===== src/rtl/gpt16_pkg.sv =====
package gpt16_pkg;
  localparam int REG_W  = 16;
  localparam int PSC_W  = 3;
  localparam int CTRL_W = 12;
  localparam int FLAG_BIT = CTRL_W;

  typedef enum logic [1:0] {
    MD_TIMER = 2'd0,
    MD_GATED = 2'd1,
    MD_COUNT = 2'd2,
    MD_HOLD  = 2'd3
  } run_mode_e;

  // Field order is the register layout, MSB first: bits [11:0].
  typedef struct packed {
    logic [1:0]       edge_sel;  // 01 rise, 10 fall, 11 both
    logic             gate_hi;
    logic             dir_inv;
    logic             dir_ext;
    logic             dir_down;
    logic             run;
    run_mode_e        mode;
    logic [PSC_W-1:0] psc;
  } ctrl_t;
endpackage


===== src/rtl/gpt16_sync.sv =====
module gpt16_sync #(
  parameter int W = 2
) (
  input  logic         clk,
  input  logic         rst_n,
  input  logic [W-1:0] async_in,
  output logic [W-1:0] sync_out
);
  logic [W-1:0] stage1;

  always_ff @(posedge clk or negedge rst_n) begin
    if (!rst_n) begin
      stage1   <= '0;
      sync_out <= '0;
    end else begin
      stage1   <= async_in;
      sync_out <= stage1;
    end
  end
endmodule


===== src/rtl/gpt16_prescaler.sv =====
module gpt16_prescaler #(
  parameter int PSC_W      = 3,
  parameter int BASE_SHIFT = 3
) (
  input  logic             clk,
  input  logic             rst_n,
  input  logic             run,
  input  logic [PSC_W-1:0] psc,
  output logic             tick
);
  localparam int MAX_N = (1 << PSC_W) - 1;
  localparam int CW    = BASE_SHIFT + MAX_N;

  logic [CW-1:0] div_q;
  logic [CW-1:0] mask;

  // Mask keeps BASE_SHIFT + psc low ones: tick period 2^(BASE_SHIFT+psc).
  assign mask = {CW{1'b1}} >> (MAX_N - int'(psc));
  assign tick = run && ((div_q & mask) == mask);

  always_ff @(posedge clk or negedge rst_n) begin
    if (!rst_n)    div_q <= '0;
    else if (!run) div_q <= '0;
    else           div_q <= div_q + 1'b1;
  end
endmodule


===== src/rtl/gpt16_edge.sv =====
module gpt16_edge (
  input  logic       clk,
  input  logic       rst_n,
  input  logic       sig_s,
  input  logic [1:0] edge_sel,
  output logic       evt
);
  logic sig_d;

  always_ff @(posedge clk or negedge rst_n) begin
    if (!rst_n) sig_d <= 1'b0;
    else        sig_d <= sig_s;
  end

  assign evt = (edge_sel[0] && sig_s && !sig_d) ||
               (edge_sel[1] && !sig_s && sig_d);
endmodule


===== src/rtl/gpt16_timer.sv =====
module gpt16_timer
  import gpt16_pkg::*;
#(
  parameter int WIDTH      = 16,
  parameter int BASE_SHIFT = 3
) (
  input  logic             clk,
  input  logic             rst_n,
  input  logic             reg_we,
  input  logic             reg_addr,
  input  logic [REG_W-1:0] reg_wdata,
  output logic [REG_W-1:0] reg_rdata,
  input  logic             tmr_pin,
  input  logic             dir_pin,
  output logic             tog_out,
  output logic             ovf_pulse,
  output logic             irq
);
  ctrl_t            ctrl_q;
  logic [WIDTH-1:0] count_q;
  logic             flag_q;
  logic             run_en;
  logic             pin_s, dir_s;
  logic             tick, evt;
  logic             wr_cnt, wr_ctl;
  logic             step, down, at_end, wrap;
  logic             unused_hi;

  assign run_en    = ctrl_q.run;
  assign wr_cnt    = reg_we && !reg_addr;
  assign wr_ctl    = reg_we && reg_addr;
  assign unused_hi = &reg_wdata[REG_W-1:FLAG_BIT+1];

  gpt16_sync #(.W(2)) u_sync (
    .clk(clk), .rst_n(rst_n),
    .async_in({dir_pin, tmr_pin}),
    .sync_out({dir_s, pin_s})
  );

  gpt16_prescaler #(.PSC_W(PSC_W), .BASE_SHIFT(BASE_SHIFT)) u_psc (
    .clk(clk), .rst_n(rst_n), .run(run_en), .psc(ctrl_q.psc), .tick(tick)
  );

  gpt16_edge u_edge (
    .clk(clk), .rst_n(rst_n), .sig_s(pin_s),
    .edge_sel(ctrl_q.edge_sel), .evt(evt)
  );

  always_comb begin
    unique case (ctrl_q.mode)
      MD_TIMER: step = run_en && tick;
      MD_GATED: step = run_en && tick && (pin_s == ctrl_q.gate_hi);
      MD_COUNT: step = run_en && evt;
      default:  step = 1'b0;
    endcase
  end

  assign down   = ctrl_q.dir_ext ? (dir_s ^ ctrl_q.dir_inv) : ctrl_q.dir_down;
  assign at_end = down ? (count_q == '0) : (count_q == '1);
  assign wrap   = step && at_end && !wr_cnt;

  always_ff @(posedge clk or negedge rst_n) begin
    if (!rst_n) begin
      count_q   <= '0;
      ctrl_q    <= '0;
      flag_q    <= 1'b0;
      ovf_pulse <= 1'b0;
      tog_out   <= 1'b0;
    end else begin
      if (wr_cnt)    count_q <= reg_wdata[WIDTH-1:0];
      else if (step) count_q <= down ? count_q - 1'b1 : count_q + 1'b1;
      if (wr_ctl) ctrl_q <= ctrl_t'(reg_wdata[CTRL_W-1:0]);
      if (wrap)                                flag_q <= 1'b1;
      else if (wr_ctl && reg_wdata[FLAG_BIT])  flag_q <= 1'b0;
      ovf_pulse <= wrap;
      tog_out   <= tog_out ^ wrap;
    end
  end

  assign irq       = flag_q;
  assign reg_rdata = reg_addr ? REG_W'({flag_q, ctrl_q}) : REG_W'(count_q);
endmodule


===== config.mk =====
export PLATFORM = sky130hd
export DESIGN_NAME = gpt16_timer
export DESIGN_NICKNAME = d
export VERILOG_FILES = /design/src/rtl/gpt16_pkg.sv /design/src/rtl/gpt16_sync.sv /design/src/rtl/gpt16_prescaler.sv /design/src/rtl/gpt16_edge.sv /design/src/rtl/gpt16_timer.sv
export SDC_FILE = /design/constraint.sdc
export NUM_CORES = 1
export LEC_CHECK = 0
export ABC_AREA = 1
export ABC_CLOCK_PERIOD_IN_PS = 2540
export BUFFER_PORTS_ARGS = -buffer_cell sky130_fd_sc_hd__buf_4
export CORE_UTILIZATION = 42
export DETAILED_ROUTE_END_ITERATION = 8
export PLACE_DENSITY_LB_ADDON = 0.05
export SLEW_MARGIN = 20
export SYNTH_ARGS = -nofsm -noshare
export SYNTH_HDL_FRONTEND = slang
export SYNTH_HIERARCHICAL = 1
export SYNTH_SLANG_ARGS = --single-unit

===== constraint.sdc =====
create_clock -name clk -period 2.54 [get_ports clk]
set_input_delay 0.127 -clock clk [delete_from_list [all_inputs] [get_ports clk]]
set_output_delay 0.127 -clock clk [all_outputs]
set_load 0.1 [all_outputs]

# Word level (Yosys, flattened, before mapping)
# Index checks and enable logic that the tools add are counted.
dict set report op_classes {
  n_addsub 4
  n_eq_ne 5
  shift 1
  muxes 10
  bitwise_logic 3
  reduce_logical 22
}
# operator count
set ops {}
lappend ops {{16-bit 2-to-1 mux} 4}
lappend ops {{10-bit by 32-bit right shift with 10-bit output, first input constant} 1}
lappend ops {{16-bit by 1-bit adder with 16-bit output, second input constant} 1}
lappend ops {{16-bit equality test, second input constant} 1}
lappend ops {{16-bit zero test} 1}
lappend ops {{16-bit by 1-bit subtractor with 16-bit output, second input constant} 1}
lappend ops {{1-bit logical AND} 13}
lappend ops {{10-bit by 1-bit adder with 10-bit output, second input constant} 1}
lappend ops {{10-bit AND} 1}
lappend ops {{10-bit equality test} 1}
lappend ops {{10-bit 2-to-1 mux} 1}
lappend ops {{1-bit zero test} 4}
lappend ops {{1-bit 2-to-1 mux} 4}
lappend ops {{2-bit nonzero test} 2}
lappend ops {{3-bit by 3-bit subtractor with 4-bit output, first input constant} 1}
lappend ops {{1-bit case mux with 3 select lines} 1}
lappend ops {{2-bit by 1-bit equality test with 1-bit output, second input constant} 1}
lappend ops {{2-bit equality test, second input constant} 1}
lappend ops {{2-bit zero test} 1}
lappend ops {{1-bit bitwise XOR} 2}
lappend ops {{1-bit equality test} 1}
lappend ops {{1-bit logical OR} 1}
dict set report totals {
  reg_bits 46
  input_bits 22
}

# Longest topological paths before layout
# Gate-level depths: netlist (run 1).
dict set report depth {
  ltp_word 11
  mapped_depth 18
  ltp_nobuf 18
}

# By module
# The synthesis (run 1) kept the hierarchy.
# mod instances cells_per_inst area_each_um2 seq_area_each_um2
set by_module_without_submodules {}
lappend by_module_without_submodules {gpt16_timer 1 382 2544.9 775.7}
lappend by_module_without_submodules {gpt16_prescaler 1 75 561.8 250.2}
lappend by_module_without_submodules {gpt16_sync 1 4 100.1 100.1}
lappend by_module_without_submodules {gpt16_edge 1 6 46.3 25.0}

# Worst setup path after synthesis (run 1)
# Ideal clock, no wire load.
dict set report synth_timing {
  path_type {input to output}
  from {input port reg_addr}
  to {output port reg_rdata[10]}
  t_arrival_ps 2591
  path_slack_ps -178
  path_stages 3
  n_path_buf 2
  path_cell_list {buf_2 -> clkbuf_1 -> o21ai_0}
}
dict set report synth_between {
  elab_chain_len 1
}
# item line_no
set synth_rtl {}
lappend synth_rtl {{start: declaration} gpt16_timer.sv:10} ;# input logic reg_addr,
lappend synth_rtl {{16-bit 2-to-1 mux} gpt16_timer.sv:81} ;# assign reg_rdata = reg_addr ? REG_W'({flag_q, ctrl_q}) : REG_W'(count_q);
lappend synth_rtl {{end: declaration} gpt16_timer.sv:12} ;# output logic [REG_W-1:0] reg_rdata,
# No other way between the ends.

# Worst setup path in the final report (run 1)
dict set report layout_timing {
  from {register ctrl_q[7] in the netlist's numbering}
  to {register count_q[7]}
}
dict set report layout_between {
  elab_chain_len 4
}
# item line_no
set layout_rtl {}
lappend layout_rtl {{start: declaration} gpt16_timer.sv:19} ;# ctrl_t ctrl_q;
lappend layout_rtl {{start signal: assignment} gpt16_timer.sv:72} ;# if (wr_ctl) ctrl_q <= ctrl_t'(reg_wdata[CTRL_W-1:0]);
lappend layout_rtl {{1-bit 2-to-1 mux} gpt16_timer.sv:58} ;# assign down = ctrl_q.dir_ext ? (dir_s ^ ctrl_q.dir_inv) : ctrl_q.dir_down;
lappend layout_rtl {{16-bit 2-to-1 mux (2 in series)} gpt16_timer.sv:71} ;# else if (step) count_q <= down ? count_q - 1'b1 : count_q + 1'b1;
lappend layout_rtl {{16-bit 2-to-1 mux} gpt16_timer.sv:70} ;# if (wr_cnt) count_q <= reg_wdata[WIDTH-1:0];
lappend layout_rtl {{end signal: assignment} gpt16_timer.sv:70}
lappend layout_rtl {{end signal: assignment} gpt16_timer.sv:71}
lappend layout_rtl {{end: declaration} gpt16_timer.sv:20} ;# logic [WIDTH-1:0] count_q;
# No other way between the ends. The select of a mux whose other input is x is not followed.
# A chain may end at the register's enable or synchronous reset.

==> out/qor.txt, run 1 <==
CTS tree - yes
Synth warn - 6
Syn Inst Count - 467
Post-route cell area - 3910 um^2
Vias per cell - 5.02
Die ar. - 8100 um^2
Nets - 555
CP Data Required Time - 2.74 ns
Pwr Total - 4.15 mW
CP arrival - 2.61 ns
Setup slack after layout - 0.130 ns
Syn Area/Cell - 6.97 um^2
Routed Antenna Nets - 0
Most numerous cell in the Yosys netlist - nand2_1
Relative slew slack - 36.1%
First-pass GRT wire length - 14.8 mm
Die H - 90.0 um
GRT Total Usage - 23.0%
Critical path's most frequent cell - nand2_1
Avg WL per Cell - 14.6 um
Startpoint Class - flip-flop
Worst Tran Pin Value - 0.955 ns
Core area - 7370 um^2
Sequential area share after synthesis - 35.4%
Deepest clock path buffer count - 2
Worst path max stage delay - 0.41 ns
Iteration-0 DRC Markers - 155
RePlAce Congestion - 0.866
Hold slack - 0.0608 ns
Dominant cells by area after synthesis - dfrtp_1 35%, nand2_1 16%, inv_1 8.8%
Post-route non-filler standard cell count - 615
DRC viols - 0
Post-synth top cells - 139 x nand2_1, 76 x inv_1, 46 x dfrtp_1
Antenna Cells - 0
Yosys reg bits - 46
Netlist cell types - 35
Filler cells - 765
RSZ-0062 raised after global routing - yes
Row cnt - 31
Placed Cells - 603
Leak - 2.07 nW
Asr flop ratio synth - 100%
H-tree lvl count - 2
# IOs - 41
Final setup viols - 0
Initial antenna violation count - 0
Gr ovfl total - 0
Area Overhead vs Synth - 20.2%
CTS Sinks - 46
Vias in the first global route - 2936
Clock Latency Late Sink - 0.31 ns
Die width - 90.0 um
Synth top area share - 35.4%
Crit-path max FO - 5
VDD IR max - 554 uV
EDFF count, synth - 0
Fmax - 415 MHz
Share of cells above drive strength 1 - 16.5%
Initial Utilization - 44.1%
Worst slack, placed - 0.0896 ns
Final hold violation count - 0
Area of the multi-input gates - 1830 um^2
Num CTS Buffers - 5
Status - complete, no violations
Pin count of the biggest net entering global routing - 47
I/O Buffers - 40
MaxCap Viol Count - 0
Sequential cell area - 1150 um^2
Pwr per Cell Area - 1060 nW/um^2
HP Class - in2reg
Worst-path clk slew - 0.09 ns
R2R cell count - 12
Crit. End Element - flip-flop
TritonRoute pass-1 iters - 4
Detailed placer's ending HPWL - 6.82 mm
Worst path slowest cell - dfrtp_1
Final wirelength - 8.99 mm
Fin crit share - 94.9%
Final setup TNS - 0 ns
CTS Root Cell - clkbuf_8
Synth Cell Area - 3250 um^2
Hold depth - 3
Core Util, Final - 53.0%
Clk_skew - 0.0120 ns
Crit-path cells - or2_2 > nand2_1 > inv_2 > buf_12 > ha_1 > or2_4 > nand3_1 > nand2_2 > buf_4 > xor2_1 > o21ai_0 > nand2_1
Slew Limit Fails - 0
Area post-placement - 3680 um^2
DR vias - 3089
WS Path Type - reg2reg
Synth area leader - dfrtp_1
Net count after synthesis - 507
Ys flop type - dfrtp_1
Tmin final - 2.41 ns
-- flip-flops by register name (all words and copies together), names as in the netlist --
signal           cells
u_edge/sig_d         1
u_sync/stage1        2
ovf_pulse            1
u_psc/div_q         10
irq                  1
run_en               1
count_q             16
ctrl_q              11
tog_out              1
u_sync/sync_out      2
-- routing by layer --
| layer | part of all wire (%) | vias up | track usage (%) |
|---|---|---|---|
| met2 | 47 | 65 | 38.7 |
| met4 | 0.82 | 0 | 4.03 |
| met1 | 49 | 1429 | 31.4 |
| met3 | 3.3 | 8 | 3.64 |
| li1 | - | 1587 | - |
| met5 | 0 | - | 0 |
-- report_power, final --
| group | internal [mW] | switching [mW] | leakage [nW] |
|---|---|---|---|
| registers | 0.882 | 0.187 | 0.580 |
| logic | 0.800 | 1.71 | 1.44 |
| clock network | 0.293 | 0.279 | 0.0504 |
| total | 1.97 | 2.18 | 2.07 |
-- cells in the final DEF, fill, tap and decap left out, drive strengths merged --
master	n
a21boi	1
a21oi	21
and2	3
buf	46
bufinv	1
clkbuf	5
clkinvlp	2
dfrtp	46
dlygate4sd3	3
fa	1
ha	17
inv	79
mux2	3
nand2	141
nand3	36
nand4	11
nor2	36
nor3	5
nor4	4
o21a	1
o21ai	36
o21bai	2
o221ai	5
or2	3
xnor2	1
xor2	7
-- layout make-up --
class                      instances  area share, %
clock buffer                       5           1.76
clock inverter                     3           1.15
inverter                          79           7.65
multi-input combinational        334           46.7
sequential                        46           29.4
tap                               99           3.17
timing repair buffer              49           10.1
-- final timing paths --
check / startpoint / end / slack (ns)
min in group asynchronous: rst_n / u_psc/div_q[4] / 0.37
max in group asynchronous: rst_n / count_q[1] / 1.76
min: reg_wdata[4] / count_q[4] / 0.06
max reg2reg: ctrl_q[7] / count_q[7] / 0.13
min reg2reg: u_sync/stage1[1] / u_sync/sync_out[1] / 0.36
max: ctrl_q[7] / count_q[7] / 0.13
-- repair_timing --
item / 4_1_cts / 5_1_grt
buffers inserted: 0 / 1
gates resized for setup: 0 / 16
endpoints found under the setup margin: 0 / 11
hold buffers: 3 / 0
endpoints found under the hold margin: 48 / 0
-- worst max-delay path: cells and delay by family (launching register included) --
family                     cells  cell delay [ns]
buffers and inverters          3             0.37
adders and majority gates      1             0.32
and+or+nand+nor                6             0.93
DFF                            1             0.41
AOI/OAI and AO/OA              1             0.14
xor gates and xnor gates       1             0.13
-- kinds of logic after synthesis --
group	Yosys count	synth area share (%)
AO/OA/AOI/OAI	66	11.4
XOR/XNOR	8	2.15
adder cells (fa/ha/maj)	18	7.15
buffers and inverters	87	10.5
flip-flops	46	35.4
multiplexers	3	1.04
AND/OR/NAND/NOR	239	32.3
(Power assumes the default switching activity.)
==> inputs of run 2 (changes only) <==
--- a/config.mk
+++ b/config.mk
@@ -10,7 +10,7 @@
 export BUFFER_PORTS_ARGS = -buffer_cell sky130_fd_sc_hd__buf_4
 export CORE_UTILIZATION = 42
 export DETAILED_ROUTE_END_ITERATION = 8
-export PLACE_DENSITY_LB_ADDON = 0.05
+export PLACE_DENSITY = 0.71
 export SLEW_MARGIN = 20
 export SYNTH_ARGS = -nofsm -noshare
 export SYNTH_HDL_FRONTEND = slang
==> out/qor.txt, run 2 (synthesized netlist as in run 1, its figures left out) <==
Delay-heaviest family, CP - simple AND/OR/NAND/NOR gates
Avg WL per Cell - 14.5 um
Iteration-0 DRC Markers - 200
R2R cell count - 16
Vias in the first global route - 2940
Core Util, Final - 54.3%
Worst-path clk slew - 0.10 ns
Core area - 7370 um^2
Initial Utilization - 44.1%
Row cnt - 31
CTS Root Cell - clkbuf_8
Die ar. - 8100 um^2
H-tree lvl count - 2
Critical path's most frequent cell - nand2_1
Hold slack - 0.0338 ns
DRC viols - 0
Nets - 556
Setup slack after layout - 0.141 ns
WS Path Type - reg2reg
MaxCap Viol Count - 0
RSZ-0062 raised after global routing - yes
Routed Antenna Nets - 0
R2R Setup Slk - 0.14 ns
Pin count of the biggest net entering global routing - 47
Die width - 90.0 um
RePlAce Congestion - 0.921
Initial antenna violation count - 0
Slew Limit Fails - 0
TritonRoute pass-1 iters - 5
Worst slack, placed - -0.0267 ns
I/O Buffers - 40
Relative slew slack - 52.7%
Leak - 2.07 nW
CP arrival - 2.61 ns
CP Data Required Time - 2.75 ns
Pwr per Cell Area - 1080 nW/um^2
Clock Latency Late Sink - 0.31 ns
Detailed placer's ending HPWL - 6.62 mm
Largest Register - count_q
Worst setup startpoint - ctrl_q[7]
Critical R2R Launch - ctrl_q[7]
Deepest clock path buffer count - 2
CTS Sinks - 46
Most frequent cells in the layout - 134 x nand2_1, 75 x inv_1, 46 x dfrtp_1, 46 x buf_4, 35 x o21ai_0
Final wirelength - 8.92 mm
Termination of the worst setup path - count_q[14]
Worst R2R End - count_q[14]
Max FFs per register - 16
Status - complete, no violations
Crit-path cells - or2_2 > nand2_2 > clkinvlp_4 > buf_6 > ha_1 > nand2_1 > inv_1 > nand2_1 > inv_1 > and2_1 > nand2_1 > nand2_1 > nand2_1 > nand3_1 > nand2_1 > nand2_1
Vias per cell - 5.33
DR vias - 3286
Worst Tran Pin Value - 0.707 ns
Gr ovfl total - 0
Worst path slowest cell - dfrtp_1
Share of cells above drive strength 1 - 18.6%
Largest regs - count_q x16, ctrl_q x11, u_psc/div_q x10
Die H - 90.0 um
Final setup viols - 0
Final hold violation count - 0
Startpoint Class - flip-flop
Pwr Total - 4.32 mW
HP Class - in2reg
Tmin final - 2.40 ns
Num CTS Buffers - 5
Fin crit share - 94.5%
Area Overhead vs Synth - 23.1%
# IOs - 41
Antenna Cells - 0
Critical path depth - 16
Crit-path max FO - 9
VDD IR max - 665 uV
Fmax - 417 MHz
Clk_skew - 0.0104 ns
Commonest non-fill, non-tap cell in the layout - nand2_1
Worst path max stage delay - 0.42 ns
First-pass GRT wire length - 14.4 mm
Buf/Inv on CP - 4
CTS tree - yes
Crit. End Element - flip-flop
GRT Total Usage - 22.3%
## run 2: cell count changes in the layout (fill, tap and decap cells not counted), moves of 2 or more
cell,change
ha_2,-2
ha_1,-5
buf_4,+2
ha_4,+7
a21oi_2,+3
nand2_2,+2
a21oi_1,-3
nand2_1,-2
## run 2: per-layer routing
layer  share of wire, %  GRT usage (%)  wire [um]  vias to the layer above
li1                   -              -          -                     1600
met1                 44           29.7       3920                     1521
met2                 44           36.2       3970                      135
met3                7.5           3.55        669                       30
met4                4.1           8.33        364                        0
met5                  0              0          0                        -
## run 2: area by class of cell
cell class	count	area, um^2
fill	731	3360
clock inverter	3	45.0
inverter	79	303
tap	99	124
timing repair buffer	50	387
multi-input combinational	334	1930
clock buffer	5	68.8
sequential	46	1150
## run 2: stage by stage
| stage | instance area [um^2] | std cells | TNS [ns] |
|---|---|---|---|
| 2_1_floorplan | 3250 | 467 | -1.73 |
| 3_3_place_gp | 3650 | 600 | 0 |
| 3_5_place_dp | 3650 | 600 | -0.0267 |
| 4_1_cts | 3820 | 614 | 0 |
| 5_1_grt | 4010 | 616 | -0.110 |
| 6_report | 4010 | 616 | 0 |
## run 2: worst min-delay path by stage
| stage | from | cells past startpoint | slack, ns | endpoint |
|---|---|---|---|---|
| 2_1_floorplan | rst_n | 0 | -0.17 | count_q[0] |
| 3_3_place_gp | rst_n | 1 | 0.18 | u_psc/div_q[7] |
| 3_5_place_dp | rst_n | 1 | 0.18 | u_psc/div_q[7] |
| 4_1_cts | reg_wdata[4] | 3 | 0.03 | count_q[4] |
| 5_1_grt | reg_wdata[4] | 3 | 0.03 | count_q[4] |
| 6_report | reg_wdata[4] | 3 | 0.03 | count_q[4] |
## run 2: worst min-delay path, delay by kind of cell
family	cells	cell delay (ns)
AOI/OAI and AO/OA	1	0.06
buffers and inverters	1	0.09
and+or+nand+nor	1	0.05
## run 2: where the power goes
| part | switching, mW | internal [mW] | total, mW |
|---|---|---|---|
| clock | 0.279 | 0.293 | 0.572 |
| sequential | 0.222 | 0.881 | 1.10 |
| combinational | 1.77 | 0.875 | 2.65 |
| total | 2.27 | 2.05 | 4.32 |
## run 2: repair_timing
action,in CTS,in global routing
buffers inserted,3,2
endpoints found under the hold margin,48,0
hold buffers,3,0
setup endpoints to repair,3,11
gates resized for setup,1,23
pin swaps,0,2
